<file path="src/rtl/tct_pkg.sv">
package tct_pkg;
  // register addresses
  localparam int REG_PRE    = 0;
  localparam int REG_MODE   = 1;
  localparam int REG_RUN    = 2;
  localparam int REG_CMPCFG = 3;
  localparam int REG_IEN    = 4;
  localparam int REG_FLAG   = 5;
  localparam int REG_CNT0   = 8;   // counter n at REG_CNT0 + 2n (lo, hi)
  localparam int REG_CAP0   = 12;  // capture n at REG_CAP0 + 2n
  localparam int REG_CMP0   = 16;  // compare n at REG_CMP0 + 2n

  // field positions
  localparam int MODE_CAPTURE = 2;
  localparam int MODE_EN_A    = 5;
  localparam int MODE_EN_B    = 6;
  localparam int RUN_1        = 0;
  localparam int RUN_2        = 3;
  localparam int EQ_1         = 2;
  localparam int EQ_2         = 6;
  localparam int FL_CAP_A     = 0;
  localparam int FL_CAP_B     = 1;
  localparam int FL_TO_1      = 4;
  localparam int FL_TO_2      = 5;
  localparam logic [7:0] FLAG_MASK = 8'h33;

  localparam int NUM_CH = 2;
endpackage

</file>
<file path="src/rtl/tct_prescaler.sv">
module tct_prescaler #(
  parameter int PRE_W = 8
) (
  input  logic             clk,
  input  logic             rst_n,
  input  logic             active,
  input  logic [PRE_W-1:0] div,
  output logic             tick
);
  logic [PRE_W-1:0] pcnt_q, pcnt_d;
  logic             wrap;

  assign wrap = (pcnt_q >= div);
  assign tick = active & wrap;

  always_comb begin
    pcnt_d = pcnt_q;
    if (!active)   pcnt_d = '0;
    else if (wrap) pcnt_d = '0;
    else           pcnt_d = pcnt_q + 1'b1;
  end

  always_ff @(posedge clk or negedge rst_n) begin
    if (!rst_n) pcnt_q <= '0;
    else        pcnt_q <= pcnt_d;
  end
endmodule

</file>
<file path="src/rtl/tct_edge_sync.sv">
module tct_edge_sync #(
  parameter int STAGES = 2
) (
  input  logic clk,
  input  logic rst_n,
  input  logic din,
  output logic fall
);
  localparam int HIST = STAGES + 1;
  logic [HIST-1:0] sh_q, sh_d;

  assign sh_d = {sh_q[HIST-2:0], din};
  // falling edge of the last synchronised stage
  assign fall = sh_q[HIST-1] & ~sh_q[HIST-2];

  always_ff @(posedge clk or negedge rst_n) begin
    if (!rst_n) sh_q <= '1;
    else        sh_q <= sh_d;
  end
endmodule

</file>
<file path="src/rtl/tct_channel.sv">
module tct_channel #(
  parameter int CNT_W = 16
) (
  input  logic             clk,
  input  logic             rst_n,
  input  logic             tick,
  input  logic             run,
  input  logic             cap_arm,
  input  logic             eq_en,
  input  logic             fall,
  input  logic             reload,
  input  logic             cnt_wr,
  input  logic             cmp_wr,
  input  logic             wr_hi,
  input  logic [7:0]       wr_byte,
  output logic [CNT_W-1:0] cnt_o,
  output logic [CNT_W-1:0] cap_o,
  output logic [CNT_W-1:0] cmp_o,
  output logic             cap_evt,
  output logic             to_evt
);
  logic [CNT_W-1:0] cnt_q, cnt_d, cap_q, cap_d, cmp_q, cmp_d, cnt_dec;
  logic             step;

  assign step    = run & tick & (cnt_q != '0);
  assign cnt_dec = cnt_q - 1'b1;
  assign cap_evt = cap_arm & fall;
  assign to_evt  = eq_en & step & ~reload & ~cnt_wr & (cnt_dec == cmp_q);

  always_comb begin
    cnt_d = cnt_q;
    if (reload)
      cnt_d = '1;
    else if (cnt_wr) begin
      if (wr_hi) cnt_d[CNT_W-1:8] = wr_byte[CNT_W-9:0];
      else       cnt_d[7:0]       = wr_byte;
    end else if (step)
      cnt_d = cnt_dec;
  end

  always_comb begin
    cap_d = cap_evt ? cnt_q : cap_q;
  end

  always_comb begin
    cmp_d = cmp_q;
    if (cmp_wr) begin
      if (wr_hi) cmp_d[CNT_W-1:8] = wr_byte[CNT_W-9:0];
      else       cmp_d[7:0]       = wr_byte;
    end
  end

  always_ff @(posedge clk or negedge rst_n) begin
    if (!rst_n) begin
      cnt_q <= '1;
      cap_q <= '0;
      cmp_q <= '0;
    end else begin
      cnt_q <= cnt_d;
      cap_q <= cap_d;
      cmp_q <= cmp_d;
    end
  end

  assign cnt_o = cnt_q;
  assign cap_o = cap_q;
  assign cmp_o = cmp_q;
endmodule

</file>
<file path="src/rtl/tach_capture_timer.sv">
module tach_capture_timer
  import tct_pkg::*;
#(
  parameter int PRE_W       = 8,
  parameter int CNT_W       = 16,
  parameter int ADDR_W      = 5,
  parameter int SYNC_STAGES = 2
) (
  input  logic              clk,
  input  logic              rst_n,
  input  logic              wr_en,
  input  logic [ADDR_W-1:0] wr_addr,
  input  logic [7:0]        wr_data,
  input  logic [ADDR_W-1:0] rd_addr,
  output logic [7:0]        rd_data,
  input  logic              tach_a,
  input  logic              tach_b,
  output logic              irq
);
  localparam int NBYTE = CNT_W / 8;

  // reset: asserted asynchronously, released on a clock edge
  logic [1:0] rsync_q;
  logic       srst_n;
  always_ff @(posedge clk or negedge rst_n) begin
    if (!rst_n) rsync_q <= '0;
    else        rsync_q <= {rsync_q[0], 1'b1};
  end
  assign srst_n = rsync_q[1];

  // control registers
  logic [PRE_W-1:0] pre_q, pre_d;
  logic [7:0] mode_q, mode_d, run_q, run_d, cmpcfg_q, cmpcfg_d, ien_q, ien_d;
  logic [7:0] pend_q, pend_d, flag_clr, flag_set;

  always_comb begin
    pre_d    = pre_q;
    mode_d   = mode_q;
    run_d    = run_q;
    cmpcfg_d = cmpcfg_q;
    ien_d    = ien_q;
    if (wr_en) begin
      case (int'(wr_addr))
        REG_PRE:    pre_d    = wr_data[PRE_W-1:0];
        REG_MODE:   mode_d   = wr_data;
        REG_RUN:    run_d    = wr_data;
        REG_CMPCFG: cmpcfg_d = wr_data;
        REG_IEN:    ien_d    = wr_data;
        default: ;
      endcase
    end
  end

  always_ff @(posedge clk or negedge srst_n) begin
    if (!srst_n) begin
      pre_q    <= '0;
      mode_q   <= '0;
      run_q    <= '0;
      cmpcfg_q <= '0;
      ien_q    <= '0;
    end else begin
      pre_q    <= pre_d;
      mode_q   <= mode_d;
      run_q    <= run_d;
      cmpcfg_q <= cmpcfg_d;
      ien_q    <= ien_d;
    end
  end

  // per-channel wiring
  logic [NUM_CH-1:0]            ch_run, ch_arm, ch_eq, ch_fall, reload;
  logic [NUM_CH-1:0]            cnt_wr, cmp_wr, cap_evt, to_evt;
  logic [NUM_CH-1:0]            tach_in;
  logic [NUM_CH-1:0][CNT_W-1:0] cnt_all, cap_all, cmp_all;
  logic                         tick;

  assign tach_in  = {tach_b, tach_a};
  assign flag_clr = (wr_en && int'(wr_addr) == REG_FLAG) ? (wr_data & FLAG_MASK) : 8'h00;

  tct_prescaler #(.PRE_W(PRE_W)) u_pre (
    .clk    (clk),
    .rst_n  (srst_n),
    .active (|ch_run),
    .div    (pre_q),
    .tick   (tick)
  );

  for (genvar ch = 0; ch < NUM_CH; ch++) begin : g_ch
    localparam int RUN_BIT = (ch == 0) ? RUN_1     : RUN_2;
    localparam int EN_BIT  = (ch == 0) ? MODE_EN_A : MODE_EN_B;
    localparam int EQ_BIT  = (ch == 0) ? EQ_1      : EQ_2;
    localparam int CAP_FL  = (ch == 0) ? FL_CAP_A  : FL_CAP_B;
    localparam logic [ADDR_W-2:0] CNT_PAIR = (ADDR_W-1)'((REG_CNT0 >> 1) + ch);
    localparam logic [ADDR_W-2:0] CMP_PAIR = (ADDR_W-1)'((REG_CMP0 >> 1) + ch);

    assign ch_run[ch] = run_q[RUN_BIT];
    assign ch_arm[ch] = mode_q[MODE_CAPTURE] & mode_q[EN_BIT];
    assign ch_eq[ch]  = cmpcfg_q[EQ_BIT];
    assign reload[ch] = flag_clr[CAP_FL];
    assign cnt_wr[ch] = wr_en && (wr_addr[ADDR_W-1:1] == CNT_PAIR);
    assign cmp_wr[ch] = wr_en && (wr_addr[ADDR_W-1:1] == CMP_PAIR);

    tct_edge_sync #(.STAGES(SYNC_STAGES)) u_sync (
      .clk   (clk),
      .rst_n (srst_n),
      .din   (tach_in[ch]),
      .fall  (ch_fall[ch])
    );

    tct_channel #(.CNT_W(CNT_W)) u_chan (
      .clk     (clk),
      .rst_n   (srst_n),
      .tick    (tick),
      .run     (ch_run[ch]),
      .cap_arm (ch_arm[ch]),
      .eq_en   (ch_eq[ch]),
      .fall    (ch_fall[ch]),
      .reload  (reload[ch]),
      .cnt_wr  (cnt_wr[ch]),
      .cmp_wr  (cmp_wr[ch]),
      .wr_hi   (wr_addr[0]),
      .wr_byte (wr_data),
      .cnt_o   (cnt_all[ch]),
      .cap_o   (cap_all[ch]),
      .cmp_o   (cmp_all[ch]),
      .cap_evt (cap_evt[ch]),
      .to_evt  (to_evt[ch])
    );
  end

  // pending flags: a new event wins over a clear in the same cycle
  always_comb begin
    flag_set           = 8'h00;
    flag_set[FL_CAP_A] = cap_evt[0];
    flag_set[FL_CAP_B] = cap_evt[1];
    flag_set[FL_TO_1]  = to_evt[0];
    flag_set[FL_TO_2]  = to_evt[1];
    pend_d = ((pend_q & ~flag_clr) | flag_set) & FLAG_MASK;
  end

  always_ff @(posedge clk or negedge srst_n) begin
    if (!srst_n) pend_q <= '0;
    else         pend_q <= pend_d;
  end

  assign irq = |(pend_q & ien_q);

  // read mux
  always_comb begin
    rd_data = 8'h00;
    case (int'(rd_addr))
      REG_PRE:    rd_data = 8'(pre_q);
      REG_MODE:   rd_data = mode_q;
      REG_RUN:    rd_data = run_q;
      REG_CMPCFG: rd_data = cmpcfg_q;
      REG_IEN:    rd_data = ien_q;
      REG_FLAG:   rd_data = pend_q;
      default: begin
        for (int ch = 0; ch < NUM_CH; ch++) begin
          for (int b = 0; b < NBYTE; b++) begin
            if (int'(rd_addr) == REG_CNT0 + 2*ch + b) rd_data = cnt_all[ch][8*b +: 8];
            if (int'(rd_addr) == REG_CAP0 + 2*ch + b) rd_data = cap_all[ch][8*b +: 8];
            if (int'(rd_addr) == REG_CMP0 + 2*ch + b) rd_data = cmp_all[ch][8*b +: 8];
          end
        end
      end
    endcase
  end
endmodule

</file>
<file path="config.mk">
export PLATFORM = sky130hd
export DESIGN_NAME = tach_capture_timer
export DESIGN_NICKNAME = d
export VERILOG_FILES = /design/src/rtl/tct_pkg.sv /design/src/rtl/tct_prescaler.sv /design/src/rtl/tct_edge_sync.sv /design/src/rtl/tct_channel.sv /design/src/rtl/tach_capture_timer.sv
export SDC_FILE = /design/constraint.sdc
export NUM_CORES = 1
export LEC_CHECK = 0
export BUFFER_PORTS_ARGS = -buffer_cell sky130_fd_sc_hd__clkbuf_2
export CORE_MARGIN = 3
export CORE_UTILIZATION = 55
export CTS_CLUSTER_DIAMETER = 80
export DETAILED_ROUTE_END_ITERATION = 16
export PLACE_DENSITY = 0.72
export SYNTH_ARGS = -nofsm -noshare
export SYNTH_HDL_FRONTEND = slang
export SYNTH_SLANG_ARGS = --single-unit
</file>
<file path="constraint.sdc">
create_clock -name clk -period 5.7 [get_ports clk]
set_clock_uncertainty 0.2 [all_clocks]
set_input_delay 1.14 -clock clk [delete_from_list [all_inputs] [get_ports clk]]
set_output_delay 1.14 -clock clk [all_outputs]
set_load 0.01 [all_outputs]
</file>
==> flow_metrics.tcl <==
set metrics [dict create \
    critPathKind "input pin to output pin" \
    met3_usage_pct 5.809 \
    die_w_um 136.6 \
    worstSkewPairLatency_ns 0.44 \
    area_growth_pct 8.885 \
    rr_startpoint "g_ch[0].u_chan.cnt_o[2]" \
    vias_per_cell 6.692 \
    synth-async-reset-ratio_pct 100.0 \
    yosys-top-cells-area "dfrtp_1 (31%), mux2_2 (11%), dfstp_2 (11%)" \
    setup_viol 0 \
    cts.path.max_buffers 2 \
    post-route-period-util_pct 83.72 \
    seqCellArea_um2 3955 \
    yosys_most_used_dff "dfrtp_1" \
    outcome "completed" \
    drt-wirelength-per-cell_um 23.90 \
    setup-tns-final_ns 0 \
    power_density_nw_per_um2 367.7 \
    multiInputGateArea_um2 5050 \
    firstDrtPassIters 6 \
    cts_tree "yes" \
    vdd_drop_max_v 0.0002404 \
    worstMarginPinSlew_ns 0.9269 \
    total_leakage_power_nw 4.350 \
    fp.dieH_um 136.6 \
    grt_util_all_layers_pct 31.87 \
    worstPathRequired_ns 4.36 \
    r2r_setup_slack_ns 2.76 \
    hp-start "g_ch[1].u_sync.sh_q[0]" \
    synth_top_area_cell "dfrtp_1" \
    cts-resized-gates 0 \
    drive_gt1_share_pct 24.67 \
    synth_cell_type_count 85 \
    ant_nets 0 \
    synth_seq_cells 156 \
    r2r_cells 6 \
    r2r-end "pend_q[4]" \
    use_met1_pct 46.70 \
    gp_congestion 0.9720 \
    clock.fmax_mhz 209.6 \
    vias 7984 \
    synth.top_cells.by_count "dfrtp_1 (118), mux2_2 (93), nand2_1 (83)" \
    grt_pass1_wl_um 44620 \
    met2_usage_pct 46.03 \
    finalMaxSlewViolations 0 \
    grt_max_degree 75 \
    syn_area_um2 9379 \
    finalNetCount 996 \
    clkTransAtPathRegs_ns 0.06 \
    die-area_um2 18660 \
    fill_cells 1397 \
    dr.first_iter.drc_count 965 \
    top_usage_layer "met1" \
    insertedDiodeCount 0 \
    post_cts_buffers 0 \
    wl_um 28510 \
    endpoint "rd_data[0]" \
    fin_area_um2 10210 \
    initial_utilization_pct 56.36 \
    crit_path_end_kind "output pin" \
    portBuffers 31 \
    ios 32 \
    synth_edf_count 0 \
    critPathArrivalTime_ns 3.43 \
    htree_num_levels 4 \
    seq_area_frac_synth_pct 42.13 \
    syn_inst 960 \
    drc_errors 0 \
    cts-root-buf "clkbuf_16" \
    row_count 47 \
    netlist.area_leader.share_pct 31.48 \
    post_dp_cell_area_um2 9661 \
    max_cap_violations 0 \
    critPathLaunch "rd_addr[2]" \
    post-route-util_pct 61.36 \
    syn_nets 996 \
    syn_area_per_cell_um2 9.770 \
    hp-class "register to register" \
    relSlewSlack_pct 37.93 \
    yosysMostFrequentCell "dfrtp_1" \
    hold_buffers 0 \
    fin_crit_ns 4.772 \
    rsz0062_at_grt "false" \
    coreArea_um2 16640 \
    ys_warn_count 0 \
    antenna_found_initial 0 \
    start_kind "input pin" \
    cp_max_fo 15 \
    cts_buffers 17 \
    finalHoldViolations 0 \
    clock-sinks 156 \
    grt_pass1_vias 7603 \
    overflow 0 \
    hpwl_um 20120 \
]
how the worst min path moves through the flow:
stage	endpoint	slack, ns	depth (start not counted)
floorplan	rsync_q[1]	0.13	0
global placement	rsync_q[1]	0.14	0
detailed placement	g_ch[0].u_sync.sh_q[1]	0.15	0
CTS	g_ch[1].u_sync.sh_q[1]	0.16	0
global route	g_ch[1].u_sync.sh_q[1]	0.16	0
finish	g_ch[1].u_sync.sh_q[1]	0.16	0
worst max-delay path, cell delays in order:
cell      delay (ns)
clkbuf_2        0.18
nor3b_2         0.78
o21ai_0         0.21
a21oi_1         0.17
a21oi_1         0.06
o31a_1          0.36
o21ai_0         0.32
clkbuf_2        0.20
cells by family (layout without fill, tap and decap cells):
logic type,after synthesis,in the layout,share of synthesized area (%)
AND/OR/NAND/NOR,281,281,15.69
AO/OA/AOI/OAI,246,246,17.26
flip-flops,156,156,42.13
multiplexers,117,117,14.39
buffers and inverters,96,109,4.082
XOR/XNOR,50,50,4.669
adder cells (fa/ha/maj),13,13,1.734
other,1,1,0.03998
layer usage:
layer  wire [um]  vias to the layer above  share of wire (%)
li1            -                     3536                  -
met4        1145                        0                4.0
met1       12430                     3956                 44
met3        2360                       70                8.3
met5           0                        -                  0
met2       12570                      422                 44
stage by stage:
step | power [mW] | hold slack, ns | std cells | setup WS (ns)
after global routing | 3.940 | 0.1637 | 1193 | 0.7703
after CTS | 3.741 | 0.1604 | 1193 | 1.043
after floorplan | 2.352 | 0.1312 | 960 | 0.8979
after detailed placement | 2.664 | 0.1497 | 1161 | 1.061
after global placement | 2.635 | 0.1417 | 1161 | 1.032
final | 3.755 | 0.1586 | 1193 | 0.9280
layout by cell type, fill, tap and decap left out, types with 6 or more instances in the layout:
cell type    n
dfrtp_1    117
mux2_2      93
nand2_1     83
o21ai_0     67
nor2_1      53
a21oi_1     46
dfstp_2     38
xnor2_1     35
nand3_1     32
inv_1       31
clkbuf_2    31
a31oi_1     25
nor3_1      22
mux2i_1     19
clkbuf_16   17
xor2_1      15
a22oi_1     14
buf_4       14
ha_1        13
and3_1      12
o22ai_1     10
nor2b_1      9
nor3b_1      8
nand2b_1     7
o211ai_1     7
o32ai_1      7
nand4_1      6
or3_1        6
a311oi_1     6
registers in the layout, summed over array words and instances (netlist names):
name	cells
u_pre.pcnt_q	8
cmpcfg_q	8
ien_q	8
g_ch.u_chan.cmp_o	32
pend_q	4
mode_q	8
g_ch.u_sync.sh_q	6
g_ch.u_chan.cnt_o	32
rsync_q	2
run_q	8
g_ch.u_chan.cap_o	32
pre_q	8
area by class of cell:
| cell class | instances | area share [%] |
|---|---|---|
| Multi-Input combinational cell | 708 | 49.45 |
| Sequential cell | 156 | 38.73 |
| Timing Repair Buffer | 45 | 2.548 |
| Inverter | 32 | 1.176 |
| Clock inverter | 13 | 1.066 |
| Clock buffer | 19 | 4.337 |
| Tap cell | 220 | 2.695 |
power by group:
| part | switching, mW | total [mW] | internal (mW) |
|---|---|---|---|
| Sequential | 0.354 | 1.76 | 1.41 |
| Combinational | 0.484 | 0.921 | 0.437 |
| Clock | 0.496 | 1.08 | 0.579 |
| Total | 1.33 | 3.76 | 2.42 |
No activity file was read; power rests on OpenSTA's default activity.
